==> config.mk <==
export PLATFORM = sky130hd
export DESIGN_NAME = mbus_arbiter
export DESIGN_NICKNAME = d
export VERILOG_FILES = /design/src/rtl/mbus_arb_pkg.sv /design/src/rtl/mbus_arb_pick.sv /design/src/rtl/mbus_arb_release.sv /design/src/rtl/mbus_arbiter.sv
export SDC_FILE = /design/constraint.sdc
export NUM_CORES = 1
export LEC_CHECK = 0
export BUFFER_PORTS_ARGS = -buffer_cell sky130_fd_sc_hd__buf_2
export CORE_ASPECT_RATIO = 0.75
export CORE_UTILIZATION = 39
export CTS_BUF_LIST = sky130_fd_sc_hd__clkbuf_8
export DETAILED_ROUTE_END_ITERATION = 12
export GPL_TIMING_DRIVEN = 0
export HOLD_SLACK_MARGIN = 0.02
export RECOVER_POWER = 50
export SLEW_MARGIN = 25
export SYNTH_ARGS = -nofsm -noshare
export SYNTH_HDL_FRONTEND = slang
export SYNTH_SLANG_ARGS = --single-unit
==> constraint.sdc <==
create_clock -name clk -period 6.8 [get_ports clk]
set_input_delay 0.34 -clock clk [delete_from_list [all_inputs] [get_ports clk]]
set_output_delay 0.34 -clock clk [all_outputs]
set_load 0.01 [all_outputs]
==> src/rtl/mbus_arb_pkg.sv <==
`timescale 1ns/1ps
package mbus_arb_pkg;

    typedef enum logic [1:0] {
        TR_IDLE = 2'd0,
        TR_BUSY = 2'd1,
        TR_NSEQ = 2'd2,
        TR_SEQ  = 2'd3
    } trans_e;

    typedef enum logic [1:0] {
        RS_OKAY  = 2'd0,
        RS_ERROR = 2'd1,
        RS_RETRY = 2'd2,
        RS_SPLIT = 2'd3
    } resp_e;

    localparam int BEAT_W = 5;

    // beats that a burst code protects; single and undefined length protect one
    function automatic logic [BEAT_W-1:0] burst_beats(input logic [2:0] code);
        case (code)
            3'd2, 3'd3: burst_beats = 5'd4;
            3'd4, 3'd5: burst_beats = 5'd8;
            3'd6, 3'd7: burst_beats = 5'd16;
            default:    burst_beats = 5'd1;
        endcase
    endfunction

endpackage

==> src/rtl/mbus_arb_pick.sv <==
`timescale 1ns/1ps
module mbus_arb_pick #(
    parameter int N_MST = 16
) (
    input  logic [N_MST-1:0]         elig_i,
    input  logic [$clog2(N_MST)-1:0] base_i,
    input  logic                     fixed_i,
    output logic                     found_o,
    output logic [$clog2(N_MST)-1:0] win_o
);
    localparam int IDW = $clog2(N_MST);

    always_comb begin
        found_o = 1'b0;
        win_o   = '0;
        for (int k = 0; k < N_MST; k++) begin
            int idx;
            idx = fixed_i ? k : (int'(base_i) + 1 + k) % N_MST;
            if (!found_o && elig_i[idx]) begin
                found_o = 1'b1;
                win_o   = IDW'(idx);
            end
        end
    end
endmodule

==> src/rtl/mbus_arb_release.sv <==
`timescale 1ns/1ps
module mbus_arb_release #(
    parameter int N_MST = 16,
    parameter int N_SLV = 4
) (
    input  logic [N_SLV*N_MST-1:0] rel_i,
    output logic [N_MST-1:0]       any_o
);
    logic [N_MST-1:0] chain [N_SLV+1];

    assign chain[0] = '0;

    for (genvar s = 0; s < N_SLV; s++) begin : g_slv
        assign chain[s+1] = chain[s] | rel_i[s*N_MST +: N_MST];
    end

    assign any_o = chain[N_SLV];
endmodule

==> src/rtl/mbus_arbiter.sv <==
`timescale 1ns/1ps
module mbus_arbiter
    import mbus_arb_pkg::*;
#(
    parameter int N_MST = 16,
    parameter int N_SLV = 4
) (
    input  logic                     clk,
    input  logic                     rst_n,
    input  logic [N_MST-1:0]         req_i,
    input  logic [N_MST-1:0]         lock_i,
    input  logic [1:0]               trans_i,
    input  logic [2:0]               burst_i,
    input  logic                     ready_i,
    input  logic [1:0]               resp_i,
    input  logic [N_SLV*N_MST-1:0]   split_rel_i,
    input  logic                     fixed_prio_i,
    output logic [N_MST-1:0]         grant_o,
    output logic [$clog2(N_MST)-1:0] owner_o,
    output logic [$clog2(N_MST)-1:0] data_owner_o
);
    localparam int IDW = $clog2(N_MST);

    typedef struct packed {
        logic [N_MST-1:0]  grant;
        logic [IDW-1:0]    owner;
        logic [IDW-1:0]    data_owner;
        logic [IDW-1:0]    ptr;
        logic [N_MST-1:0]  mask;
        logic [BEAT_W-1:0] beats;
        logic              tail;
    } arb_state_t;

    arb_state_t s_q, s_d;

    logic [N_MST-1:0]  rel_any;
    logic [N_MST-1:0]  split_hit;
    logic [N_MST-1:0]  elig;
    logic [IDW-1:0]    base;
    logic              found;
    logic [IDW-1:0]    win;
    logic              split_now;
    logic              abort_now;
    logic              hold;
    logic [BEAT_W-1:0] beats_nx;

    mbus_arb_release #(.N_MST(N_MST), .N_SLV(N_SLV)) rel_i (
        .rel_i (split_rel_i),
        .any_o (rel_any)
    );

    mbus_arb_pick #(.N_MST(N_MST)) pick_i (
        .elig_i  (elig),
        .base_i  (base),
        .fixed_i (fixed_prio_i),
        .found_o (found),
        .win_o   (win)
    );

    always_comb begin
        split_now = ready_i && (resp_i == RS_SPLIT);
        abort_now = ready_i && ((resp_i == RS_RETRY) || (resp_i == RS_ERROR));

        split_hit = '0;
        if (split_now) split_hit[s_q.data_owner] = 1'b1;

        elig = req_i & ~s_q.mask & ~split_hit;
        base = abort_now ? s_q.data_owner : s_q.ptr;

        // remaining protected beats after this edge
        if (split_now || abort_now)
            beats_nx = '0;
        else if (ready_i && trans_i == TR_NSEQ)
            beats_nx = burst_beats(burst_i) - 5'd1;
        else if (ready_i && trans_i == TR_SEQ && s_q.beats != '0)
            beats_nx = s_q.beats - 5'd1;
        else
            beats_nx = s_q.beats;

        hold = (beats_nx != '0)
            || (!(split_now || abort_now) && (lock_i[s_q.owner] || s_q.tail));

        s_d       = s_q;
        s_d.beats = beats_nx;
        s_d.mask  = (s_q.mask & ~rel_any) | split_hit;

        if (ready_i) begin
            s_d.data_owner = s_q.owner;
            s_d.tail       = !(split_now || abort_now) && lock_i[s_q.owner];
            if (!hold) begin
                s_d.owner = found ? win : '0;
                if (found) s_d.ptr = win;
            end
        end

        s_d.grant              = '0;
        s_d.grant[s_d.owner]   = 1'b1;
    end

    always_ff @(posedge clk or negedge rst_n) begin
        if (!rst_n) begin
            s_q            <= '0;
            s_q.grant[0]   <= 1'b1;
        end else begin
            s_q <= s_d;
        end
    end

    assign grant_o      = s_q.grant;
    assign owner_o      = s_q.owner;
    assign data_owner_o = s_q.data_owner;
endmodule

==> metrics.cfg <==
[clocking]
path_clk_slew_ns=0.10
cts_resized=0
cts_htree_levels=2
postCtsSetupRepairBufs=0
clk_path_buf_depth=2
cts.sinks=50
clockRootBuffer=clkbuf_8
cts_tree=done
insertion_delay_ns=0.33
holdBufCountCts=0
numCtsBuffers=5

[global_routing]
gr-total-overflow=0
grt_pass1_vias=5624
grt_pass1_wl_mm=31.4
antenna_found_initial=0
grt_max_degree=51
track_usage_pct=26.9

[power]
switchingPower_mw=1.44
pwr-share-seq_pct=15.1
power.density_nw_per_um2=396
swShare_pct=53.3
comb_power_share_pct=76.7
p_leak_nw=3.05
ir_worst_vdd_mv=0.141
pwr-share-clk_pct=8.2
internal_power_mw=1.26
total_power_mw=2.69

[cells_and_area]
multi_input_area_um2=4120
drive_above_1_share_pct=28.9
seqCellArea_um2=1250
fillCellCount=1426
fin_nets=932
instances_no_fill=1019
antenna_cells=0
area_growth_pct=17.0
utilization_pct=46.9

[timing]
timing.final.ws_setup_ns=0.545
skew_ns=0.0139
drv_slew=51
rsz0062_at_grt=no
finalHoldViolations=0
max_clock_freq_mhz=160
worst_pin_slew_ns=2.73
fin_crit_sh_pct=92.0
finalSetupViolCount=0
period_needed_ns=6.26
finalSetupTns_ns=0
relSlewSlack_pct=-81.8

[hold_path]
holdPathStages=4
holdPathEnd=s_q[21]
min_path_type=input port to flip-flop
hold_path_startpoint=split_rel_i[63]

[synth]
synth-seq-cells=50
synth-edff-count=0
ys_types=104
yosys.area.top_type_share_pct=21.1
ys.flop_type=dfrtp_1
synthMuxAreaShare_pct=17.5
synth-xor-area-share_pct=1.38
synth_top_family_by_area=compound AO/OA/AOI/OAI gates
synth_nets=796
netlist_instances=682
netlist_area_um2=5810
syn_area_per_cell_um2=8.53
ys_top_cells_by_area=dfrtp_1, mux2i_1, mux4_2
yosysWarningCount=0
yosysSeqAreaShare_pct=21.5
yosys.area_share.simple_pct=24.5
synthAdderAreaFrac_pct=1.51
async_flop_share_pct=100
synth_compound_area_share_pct=26.0
yosys.area.top_type=dfrtp_1

[setup_path]
end_kind=flip-flop
start_kind=input port
cp.arrival_ns=6.48
path_cells=buf_2 -> ha_1 -> buf_2 -> buf_4 -> nand3_1 -> and2_1 -> inv_1 -> ha_1 -> inv_1 -> nand3_1 -> nand2_1 -> ha_1 -> nor3b_1 -> o21ai_0 -> o22ai_1 -> nor4_1 -> mux2_2 -> nor2_1 -> clkbuf_1 -> nand4_1 -> o21bai_2 -> nor3_1 -> o31ai_1 -> and3b_1
slowest_delay_ns=0.71
required_ns=7.03
rr_worst_depth=20
cp_max_fo=10
ff2ff_setup_slack_ns=0.75
cpMostUsedCell=ha_1
critical_path_class=input port to flip-flop
r2r_start=data_owner_o[1]
cpMaxStageDelayCell=nor3b_1
r2r-end=grant_o[15]

[drt]
drt_iter0_drc=544
drt_wl_total_mm=20.2
dr.pass1.iters=5
vias=6139
drc=0
via_per_inst=6.02
antenna_left=0
routedWlPerCell_um=19.8

[floorplan]
die_w_um=143
dieHeight_um=108
start_util_pct=40.1
dieArea_um2=15400
core_um2=14500
rows=38
pin_count=131

[status]
violations=max-capacitance violations, max-slew violations
status=finished with violations

[placement]
dp_hpwl_mm=16.6
placed_cells_incl_taps=1011
dp_slack_ns=0.432
io_buffers=129
gp_congestion=0.973

[flow_run]
maxCapViolCount=1

registers in the layout (all words and copies together) (netlist names):
signal / flops
owner_o: 4
grant_o: 16
data_owner_o: 4
s_q: 26
stage by stage:
stage,instance area [um2],hold slack [ns]
detailed placement,6710,0.409
finish,6800,0.266
CTS,6830,0.0440
global route,6800,0.290
global placement,6710,0.459
floorplan,5810,0.0444
worst max-delay path by stage:
stage | cells after the start | end | slack, ns | startpoint
2_1_floorplan | 23 | grant_o[15] | 1.73 | resp_i[0]
3_3_place_gp | 25 | grant_o[4] | 0.46 | resp_i[0]
3_5_place_dp | 24 | grant_o[15] | 0.43 | resp_i[0]
4_1_cts | 24 | grant_o[15] | 0.76 | resp_i[0]
5_1_grt | 25 | grant_o[4] | 0.09 | resp_i[0]
6_report | 24 | grant_o[15] | 0.54 | resp_i[0]
per-layer routing:
metal,track usage (%),routed length [um]
met4,6.07,347
met1,40.0,9810
met2,38.4,8130
met5,0,0
met3,6.58,1910
cells in the final DEF (no fill, tap or decap), drive strengths merged, types with 7 or more instances in the layout:
master	netlist	routed
nor2	37	37
dfrtp	49	49
a21oi	30	30
o21a	11	11
o21ai	49	49
o211ai	15	15
nor3	18	18
o22ai	20	20
ha	7	7
mux4	13	13
nand2b	7	7
nand2	74	74
nor4	17	17
nor3b	10	10
mux2i	51	51
nand3	25	25
and3	9	9
a211oi	14	14
and3b	7	7
and2	8	8
mux2	16	16
nor2b	13	13
clkbuf	10	25
buf	45	164
inv	20	20
synth_stat cells, drive strengths merged, types with 4 or more instances:
master and instances:
inv 20, a21boi 6, o22ai 20, mux4 13, mux2 16, nand4 4, or4 6, ha 7
nand2 74, buf 45, nor2 37, nor2b 13, nand3 25, nor3 18, nor4 17, or2 4
o211ai 15, clkbuf 10, o21a 11, and3 9, and3b 7, o31ai 4, nand2b 7, o21ai 49
a31oi 5, a211oi 14, dfrtp 49, and2 8, a21bo 4, or3 4, nor3b 10, a21oi 30
mux2i 51
power by group through the flow:
stage	clock, mW	sequential [mW]	combinational [mW]
final	0.220	0.407	2.07
after global routing	0.236	0.415	2.22
after CTS	0.226	0.408	2.01
after detailed placement	0	0.414	2.00
after global placement	0	0.411	2.00
after floorplan	0	0.393	1.47
area by class of cell:
cell class | count | area share, %
flip-flops and latches | 50 | 18.4
clock inverters | 3 | 0.662
plain buffers | 55 | 5.13
inverters | 21 | 1.16
clock buffers | 5 | 1.01
well taps | 200 | 3.68
multi-input cells | 556 | 60.6
repair buffers | 129 | 9.34
cell families after synthesis:
kind of cell | after synthesis
AO/OA/AOI/OAI | 204
XOR/XNOR | 6
adder cells (fa/ha/maj) | 7
buffers and inverters | 76
flip-flops | 50
multiplexers | 80
AND/OR/NAND/NOR | 259
critical path, delay by kind of cell:
| family | cells | cell delay (ns) |
|---|---|---|
| AND/OR/NAND/NOR | 10 | 2.41 |
| adder cells (fa/ha/maj) | 3 | 0.90 |
| multiplexers | 1 | 0.34 |
| AO/OA/AOI/OAI | 4 | 1.29 |
| buffers and inverters | 6 | 1.16 |
Note: power is estimated with default switching activity, not from simulation.
